===== src/rtl/gpt_pkg.sv =====
package gpt_pkg;

   typedef enum logic [1:0] {
      MODE_WAVE    = 2'd0,
      MODE_PINCLK  = 2'd1,
      MODE_MEASURE = 2'd2,
      MODE_IDLE    = 2'd3
   } gpt_mode_e;

   typedef enum logic [1:0] {
      SRC_SYS  = 2'd0,
      SRC_EXTA = 2'd1,
      SRC_EXTB = 2'd2,
      SRC_SYS2 = 2'd3
   } gpt_src_e;

   typedef struct packed {
      logic      en;
      gpt_src_e  src;
      gpt_mode_e mode;
   } gpt_ctrl_t;

   localparam int CTRL_W = $bits(gpt_ctrl_t);

   localparam logic [2:0] A_CTRL   = 3'd0;
   localparam logic [2:0] A_PERIOD = 3'd1;
   localparam logic [2:0] A_HIGH   = 3'd2;
   localparam logic [2:0] A_STATUS = 3'd3;
   localparam logic [2:0] A_COUNT  = 3'd4;

endpackage


===== src/rtl/gpt_sync_edge.sv =====
module gpt_sync_edge #(
   parameter int STAGES = 2
) (
   input  logic clk,
   input  logic rst_n,
   input  logic raw,
   output logic level,
   output logic prev
);
   logic [STAGES-1:0] chain_q;
   logic              prev_q;

   always_ff @(posedge clk or negedge rst_n) begin
      if (!rst_n) begin
         chain_q <= '0;
         prev_q  <= 1'b0;
      end else begin
         chain_q <= {chain_q[STAGES-2:0], raw};
         prev_q  <= chain_q[STAGES-1];
      end
   end

   assign level = chain_q[STAGES-1];
   assign prev  = prev_q;
endmodule


===== src/rtl/gpt_regs.sv =====
module gpt_regs
   import gpt_pkg::*;
#(
   parameter int DW = 16
) (
   input  logic          clk,
   input  logic          rst_n,
   input  logic          bus_wr,
   input  logic [2:0]    bus_addr,
   input  logic [DW-1:0] bus_wdata,
   output logic [DW-1:0] bus_rdata,
   input  logic          evt_set,
   input  logic          err_set,
   input  logic          cap_valid,
   input  logic [DW-1:0] cap_value,
   input  logic [DW-1:0] count,
   output gpt_ctrl_t     ctrl,
   output logic [DW-1:0] period,
   output logic [DW-1:0] high_time,
   output logic [1:0]    status
);
   logic wr_ctrl, wr_per, wr_high, wr_stat;

   assign wr_ctrl = bus_wr && (bus_addr == A_CTRL);
   assign wr_per  = bus_wr && (bus_addr == A_PERIOD);
   assign wr_high = bus_wr && (bus_addr == A_HIGH);
   assign wr_stat = bus_wr && (bus_addr == A_STATUS);

   always_ff @(posedge clk or negedge rst_n) begin
      if (!rst_n) begin
         ctrl      <= '0;
         period    <= '0;
         high_time <= '0;
         status    <= '0;
      end else begin
         if (wr_ctrl) ctrl <= gpt_ctrl_t'(bus_wdata[CTRL_W-1:0]);
         if (wr_per)  period <= bus_wdata;
         // a finished measurement overrides a software write in the same cycle
         if (cap_valid)     high_time <= cap_value;
         else if (wr_high)  high_time <= bus_wdata;
         status[0] <= evt_set | (status[0] & ~(wr_stat & bus_wdata[0]));
         status[1] <= err_set | (status[1] & ~(wr_stat & bus_wdata[1]));
      end
   end

   always_comb begin
      bus_rdata = '0;
      case (bus_addr)
         A_CTRL:   bus_rdata[CTRL_W-1:0] = ctrl;
         A_PERIOD: bus_rdata = period;
         A_HIGH:   bus_rdata = high_time;
         A_STATUS: bus_rdata[1:0] = status;
         A_COUNT:  bus_rdata = count;
         default:  bus_rdata = '0;
      endcase
   end
endmodule


===== src/rtl/gpt_core.sv =====
module gpt_core
   import gpt_pkg::*;
#(
   parameter int DW = 16
) (
   input  logic          clk,
   input  logic          rst_n,
   input  gpt_ctrl_t     ctrl,
   input  logic [DW-1:0] period,
   input  logic [DW-1:0] high_time,
   input  logic [2:0]    lvl,
   input  logic [2:0]    prv,
   output logic [DW-1:0] count,
   output logic          pin_out,
   output logic          pin_oe,
   output logic          evt_set,
   output logic          err_set,
   output logic          cap_valid,
   output logic [DW-1:0] cap_value
);
   localparam logic [DW-1:0] CNT_MAX = '1;

   logic [2:0]    rise;
   logic          pin_fall;
   logic          tick, step, wrap, cfg_bad, busy_q;
   logic [DW-1:0] cnt_q;

   assign rise     = lvl & ~prv;
   assign pin_fall = ~lvl[0] & prv[0];

   always_comb begin
      case (ctrl.src)
         SRC_EXTA: tick = rise[1];
         SRC_EXTB: tick = rise[2];
         default:  tick = 1'b1;
      endcase
   end

   assign step = (ctrl.mode == MODE_PINCLK) ? rise[0] : tick;

   assign cfg_bad = ctrl.en &&
      (((ctrl.mode == MODE_WAVE) && ((period == '0) || (high_time == '0))) ||
       ((ctrl.mode == MODE_PINCLK) && (period == '0)));

   assign wrap = step && (cnt_q >= period - 1'b1);

   always_ff @(posedge clk or negedge rst_n) begin
      if (!rst_n) begin
         cnt_q  <= '0;
         busy_q <= 1'b0;
      end else if (!ctrl.en || ctrl.mode == MODE_IDLE) begin
         cnt_q  <= '0;
         busy_q <= 1'b0;
      end else if (ctrl.mode == MODE_MEASURE) begin
         if (rise[0]) begin
            cnt_q  <= {{(DW-1){1'b0}}, tick};
            busy_q <= 1'b1;
         end else if (busy_q && pin_fall) begin
            busy_q <= 1'b0;
         end else if (busy_q && lvl[0] && tick && cnt_q != CNT_MAX) begin
            cnt_q <= cnt_q + 1'b1;
         end
      end else begin
         busy_q <= 1'b0;
         if (cfg_bad)    cnt_q <= '0;
         else if (wrap)  cnt_q <= '0;
         else if (step)  cnt_q <= cnt_q + 1'b1;
      end
   end

   assign cap_valid = ctrl.en && (ctrl.mode == MODE_MEASURE) && busy_q && pin_fall;
   assign cap_value = cnt_q;
   assign err_set   = cfg_bad;
   assign evt_set   = cap_valid ||
      (ctrl.en && !cfg_bad && wrap &&
       ((ctrl.mode == MODE_WAVE) || (ctrl.mode == MODE_PINCLK)));

   assign pin_oe  = ctrl.en && (ctrl.mode == MODE_WAVE);
   assign pin_out = pin_oe && !cfg_bad && (cnt_q < high_time);
   assign count   = cnt_q;
endmodule


===== src/rtl/gp_timer.sv =====
module gp_timer
   import gpt_pkg::*;
#(
   parameter int DW          = 16,
   parameter int SYNC_STAGES = 2
) (
   input  logic          clk,
   input  logic          rst_n,
   input  logic          bus_wr,
   input  logic [2:0]    bus_addr,
   input  logic [DW-1:0] bus_wdata,
   output logic [DW-1:0] bus_rdata,
   input  logic          pin_in,
   output logic          pin_out,
   output logic          pin_oe,
   input  logic          ext_clk_a,
   input  logic          ext_clk_b,
   output logic          irq
);
   localparam int N_IN = 3;

   if (DW < CTRL_W) begin : g_bad_dw
      $error("DW must hold the control fields");
   end
   if (SYNC_STAGES < 2) begin : g_bad_sync
      $error("SYNC_STAGES must be at least 2");
   end

   logic [N_IN-1:0] raw_in, lvl, prv;
   gpt_ctrl_t       ctrl;
   logic [DW-1:0]   period, high_time, cnt, cap_value;
   logic [1:0]      status;
   logic            evt_set, err_set, cap_valid;

   assign raw_in = {ext_clk_b, ext_clk_a, pin_in};

   for (genvar i = 0; i < N_IN; i++) begin : g_sync
      gpt_sync_edge #(.STAGES(SYNC_STAGES)) sync_i (
         .clk   (clk),
         .rst_n (rst_n),
         .raw   (raw_in[i]),
         .level (lvl[i]),
         .prev  (prv[i])
      );
   end

   gpt_regs #(.DW(DW)) regs_i (
      .clk       (clk),
      .rst_n     (rst_n),
      .bus_wr    (bus_wr),
      .bus_addr  (bus_addr),
      .bus_wdata (bus_wdata),
      .bus_rdata (bus_rdata),
      .evt_set   (evt_set),
      .err_set   (err_set),
      .cap_valid (cap_valid),
      .cap_value (cap_value),
      .count     (cnt),
      .ctrl      (ctrl),
      .period    (period),
      .high_time (high_time),
      .status    (status)
   );

   gpt_core #(.DW(DW)) core_i (
      .clk       (clk),
      .rst_n     (rst_n),
      .ctrl      (ctrl),
      .period    (period),
      .high_time (high_time),
      .lvl       (lvl),
      .prv       (prv),
      .count     (cnt),
      .pin_out   (pin_out),
      .pin_oe    (pin_oe),
      .evt_set   (evt_set),
      .err_set   (err_set),
      .cap_valid (cap_valid),
      .cap_value (cap_value)
   );

   assign irq = status[0];
endmodule


===== config.mk =====
export PLATFORM = sky130hd
export DESIGN_NAME = gp_timer
export DESIGN_NICKNAME = d
export VERILOG_FILES = /design/src/rtl/gpt_pkg.sv /design/src/rtl/gpt_sync_edge.sv /design/src/rtl/gpt_regs.sv /design/src/rtl/gpt_core.sv /design/src/rtl/gp_timer.sv
export SDC_FILE = /design/constraint.sdc
export NUM_CORES = 1
export LEC_CHECK = 0
export ABC_AREA = 0
export BUFFER_PORTS_ARGS = -buffer_cell sky130_fd_sc_hd__buf_2
export CAP_MARGIN = 5
export CORE_MARGIN = 2
export CORE_UTILIZATION = 60
export CTS_CLUSTER_DIAMETER = 150
export DETAILED_ROUTE_END_ITERATION = 16
export MAX_ROUTING_LAYER = met4
export PLACE_DENSITY = 0.81
export SLEW_MARGIN = 20
export SYNTH_ARGS = -nofsm -noshare
export SYNTH_HDL_FRONTEND = slang
export SYNTH_SLANG_ARGS = --single-unit

===== constraint.sdc =====
create_clock -name clk -period 8.2 [get_ports clk]
set_clock_uncertainty 0.1 [all_clocks]
set_input_delay 1.64 -clock clk [delete_from_list [all_inputs] [get_ports clk]]
set_output_delay 1.64 -clock clk [all_outputs]
set_load 0.02 [all_outputs]

; Word level (Yosys, flattened, before mapping)
; Cells that the tools add are included.
[word_totals]
reg_bits = 65
inputBits = 25
out_inout_bits = 19
word_cells = 97
[classes]
addsub = 2
n_lt_le_gt_ge = 2
eq_ne = 13
muxes = 19
bitwise = 12
n_reduce_logical = 35
[op_table]
columns = op, n
row1 = 2-to-1 mux 16 bit, 10
row2 = case mux 11 bit (3 select lines), 1
row3 = zero test 16 bit, 2
row4 = logical AND 1 bit, 21
row5 = "adder 16 x 1 -> 16 bit, second input constant", 1
row6 = >= comparator 16 bit, 1
row7 = < comparator 16 bit, 1
row8 = "inequality test 16 bit, second input constant", 1
row9 = "subtractor 16 x 1 -> 16 bit, second input constant", 1
row10 = "inequality test 4 x 2 -> 1 bit, second input constant", 3
row11 = case mux 3 bit (4 select lines), 1
row12 = case mux 2 bit (5 select lines), 1
row13 = "equality test 2 bit, second input constant", 3
row14 = "equality test 3 x 2 -> 1 bit, second input constant", 2
row15 = bitwise AND 1 bit, 5
row16 = logical OR 1 bit, 5
row17 = 2-to-1 mux 1 bit, 5
row18 = nonzero test 5 bit, 1
row19 = "equality test 2 x 1 -> 1 bit, second input constant", 2
row20 = bitwise AND 3 bit, 1
row21 = "equality test 3 x 1 -> 1 bit, second input constant", 1
row22 = "equality test 3 bit, second input constant", 1
row23 = zero test 3 bit, 1
row24 = NOT 1 bit, 3
row25 = other kinds (7), 9

; Longest topological paths before layout
[depth]
depth_word = 11
depth_mapped = 15
mapped_depth_nobuf = 14

; Hierarchy
; A second synthesis with hierarchy kept.
[unflattened]
hier_cells = 495
area_unflattened_um2 = 4789.6
[modules_own_cells]
columns = module, n_inst, cells_each, area_per_inst_um2, seq_area_each_um2
row1 = gpt_core, 1, 298, 2437.3, 425.4
row2 = gpt_regs, 1, 188, 2127.0, 975.9
row3 = gpt_sync_edge, 3, 3, 75.1, 75.1

; Least setup slack after synthesis
; No wires, ideal clock.
[synth_path]
path_type = in2out
startpoint = in bus_addr[1]
endpoint = out bus_rdata[10]
arrival_time_ns = 2.986
required_time_ns = 6.460
setup_slack_ns = 3.474
stages = 5
path_buffers = 2
cell_sequence = buf_2 -> nor2b_1 -> clkbuf_1 -> a22oi_1 -> o21ai_0
[synth_between]
elab_chain_cells = 2
word_cells_on_any_way = 4
cone_classes = eq/ne: 3 / mux: 1
[synth_rtl]
columns = element, line
row1 = from (decl), gp_timer.sv:10  ; input logic [2:0] bus_addr,
row2 = "equality test 3 bit, or another cell as far along", gpt_regs.sv:48  ; case (bus_addr)
row3 = case mux 11 bit (3 select lines) *, gpt_regs.sv:48
row4 = to (decl), gp_timer.sv:12  ; output logic [DW-1:0] bus_rdata,
; Mark *: on every way between the ends. The rest lies on a longest branch, timed or not.

; Worst setup path after layout
; Ends and elaborated chain as after synthesis.

==> flow_metrics.py <==
metrics = {
    "placed_design": {
        "placed_cells": 620,
        "place_congestion": 0.976,
        "numPortBuffers": 43,
        "place_hpwl_mm": 8.76,
    },
    "final_layout": {
        "area_growth_pct": 8.91,
        "nFillCells": 618,
        "final_cells": 636,
        "mostFrequentLayoutCells": "65 x dfrtp_1, 58 x nand2_1, 43 x buf_2",
        "multi_input_area_sq_um": 2630,
        "nNetsFinal": 592,
        "regArea_sq_um": 1630,
        "antennaDiodeCount": 0,
        "final_common_cell": "dfrtp_1",
        "final_layout_size_suffix_gt1_share_pct": 18.2,
    },
    "global_route": {
        "antenna_found_initial": 0,
        "grt.overflow.total": 0,
        "grt_pass1_vias": 3961,
        "track_usage_pct": 30.6,
        "grt_pass1_wl_mm": 19.6,
        "grt_max_degree": 66,
    },
    "clock_network": {
        "hold_buffers": 0,
        "cts_tree": "built",
        "cts_max_path_buffers": 2,
        "worstSkewPairLatency_ns": 0.35,
        "cts_root_buf": "clkbuf_8",
        "htree_levels": 3,
        "clk_pin_slew_ns": 0.07,
        "post_cts_buffers": 0,
        "cts_resized": 0,
        "cts_buffers": 9,
        "clock_sinks": 65,
    },
    "worst_setup_path": {
        "reg2reg_slack_ns": 4.09,
        "r2r_cells": 13,
        "required_ns": 6.46,
        "cp-end-kind": "primary output",
        "cp-start-kind": "input pin",
        "r2r_end": "core_i.cap_value[9]$_DFFE_PN0P_",
        "worstPathMaxFanout": 14,
        "path_class": "input pin to primary output",
        "worstPathArrival_ns": 3.37,
        "rr_startpoint": "regs_i.period[3]$_DFFE_PN0P_",
    },
    "logic_synthesis": {
        "synthFlopType": "dfrtp_1",
        "synthMuxAreaShare_pct": 6.14,
        "synth_seq_area_share_pct": 36.1,
        "synth_top_family_by_area": "compound AO/OA/AOI/OAI gates",
        "synthCells": 504,
        "synth_compound_area_share_pct": 20.7,
        "synth-xor-area-share_pct": 2.53,
        "synth_edf_count": 0,
        "yosysWarnings": 0,
        "yosys.cell_types.count": 61,
        "syn-num-nets": 564,
        "ys_seq_elements": 65,
        "syn_area_sq_um": 4510,
        "syn_avg_cell_area_sq_um": 8.94,
        "synth_area_leaders": "dfrtp_1 36%, ha_1 9.7%, nand2_1 4.8%",
        "async_reset_ff_share_pct": 100,
        "yosys.area_share.simple_pct": 19.1,
        "synth_fa_ha_area_share_pct": 9.72,
        "synth_top_area_cell": "dfrtp_1",
        "yosysTopAreaCellShare_pct": 36.1,
    },
    "die": {
        "dieArea_sq_um": 8220,
        "core_area_sq_um": 7250,
        "io_pins": 44,
        "start_util_pct": 62.1,
        "dieHeight_um": 90.7,
        "die_w_um": 90.7,
        "row_count": 31,
    },
    "run": {
        "drv_cap": 0,
    },
    "power": {
        "p_leak_nw": 2.16,
        "power.total_mw": 1.06,
        "ir_drop_uv": 115,
        "cellPowerDensity_nw_per_um2": 215,
    },
    "timing": {
        "max_freq_mhz": 196,
        "timing.hold.ws_ns": 0.255,
        "worst_pin_slew_ns": 1.10,
        "period_minus_slack_ns": 5.11,
        "slew_headroom_pct": 26.7,
        "min_period_over_period_pct": 62.3,
        "setup_viol_count_final": 0,
        "rsz0062_at_grt": "false",
        "drv_slew": 0,
        "final.setup.tns_ns": 0,
        "hold_violations": 0,
    },
    "outcome": {
        "status": "complete, no violations",
    },
    "hold_path": {
        "hold_path.class": "flip-flop to flip-flop",
        "worstHoldStart": "g_sync[2].sync_i.chain_q[0]$_DFF_PN0_",
        "min_path_cells": 0,
        "hold_end": "g_sync[2].sync_i.chain_q[1]$_DFF_PN0_",
    },
    "drt": {
        "num_vias": 4058,
        "drtAntennaViolNets": 0,
        "drt_pass1_iterations": 5,
        "routed_via_density": 6.38,
        "post-route-drc-count": 0,
        "avgRoutedWirePerCell_um": 18.5,
        "postRouteWirelength_mm": 11.7,
        "drt-initial-drc-count": 380,
    },
}
==> flip-flops by register name, indices dropped and copies added, names as in the netlist <==
signal / cells
core_i.busy_q: 1
core_i.cap_value: 16
g_sync.sync_i.chain_q: 6
g_sync.sync_i.prev: 3
regs_i.ctrl: 5
regs_i.high_time: 16
regs_i.period: 16
regs_i.status: 2
==> cell type report <==
type / count / share of cell area (%)
clock buffer: 11 / 3.09
inverter: 29 / 2.22
clock inverter: 5 / 0.765
multi-input combinational: 382 / 53.6
timing repair buffer: 45 / 4.69
tap: 99 / 2.52
sequential: 65 / 33.1
==> worst max-delay path by stage <==
stage                startpoint            end  cells past startpoint
CTS                 bus_addr[1]  bus_rdata[10]                      5
global route        bus_addr[1]  bus_rdata[10]                      5
detailed placement  bus_addr[1]  bus_rdata[10]                      5
floorplan           bus_addr[1]  bus_rdata[10]                      5
global placement    bus_addr[1]   bus_rdata[4]                      5
finish              bus_addr[1]  bus_rdata[10]                      5
==> where the power goes <==
group	internal, mW	leakage [nW]	total, mW	switching, mW
logic	0.141	1.25	0.332	0.191
registers	0.371	0.812	0.463	0.0919
clock network	0.128	0.0924	0.263	0.135
total	0.639	2.16	1.06	0.418
==> cells in the mapped netlist (8+ instances only) <==
library cell	count
dfrtp_1	65
nand2_1	58
nor4_1	10
mux2_2	17
nor2_1	35
a22oi_1	11
nand3_1	13
buf_2	9
clkbuf_1	15
o21ai_0	42
xnor2_1	9
a21oi_1	34
nand4_1	8
nor2b_1	8
inv_1	29
ha_1	35
==> logic make-up after synthesis <==
group / count (synthesis)
fa+ha+maj: 35
mux: 23
xor+xnor: 13
flops: 65
simple gates: 169
compound gates: 142
buf+inv: 57
==> per-layer routing <==
metal	vias up	global-route usage [%]	part of all wire (%)
li1	1869	-	-
met3	27	4.26	6.9
met4	0	10.6	2.4
met5	-	-	0
met2	183	51.1	49
met1	1979	38.5	41
==> stage by stage <==
| stage | utilization, % | worst slack [ns] | instance area, sq um |
|---|---|---|---|
| after floorplan | - | 3.47 | 4510 |
| after global placement | 65.1 | 3.26 | 4720 |
| after detailed placement | 65.1 | 3.15 | 4720 |
| after CTS | 67.7 | 3.14 | 4910 |
| after global routing | 67.7 | 2.94 | 4910 |
| final | 67.7 | 3.09 | 4910 |
==> critical path, cell delays in order <==
cell and delay (ns):
buf_2 0.19, nor2b_1 0.86, a22oi_1 0.22, o21ai_0 0.25, buf_2 0.20
No activity file was read; power rests on OpenSTA's default activity.
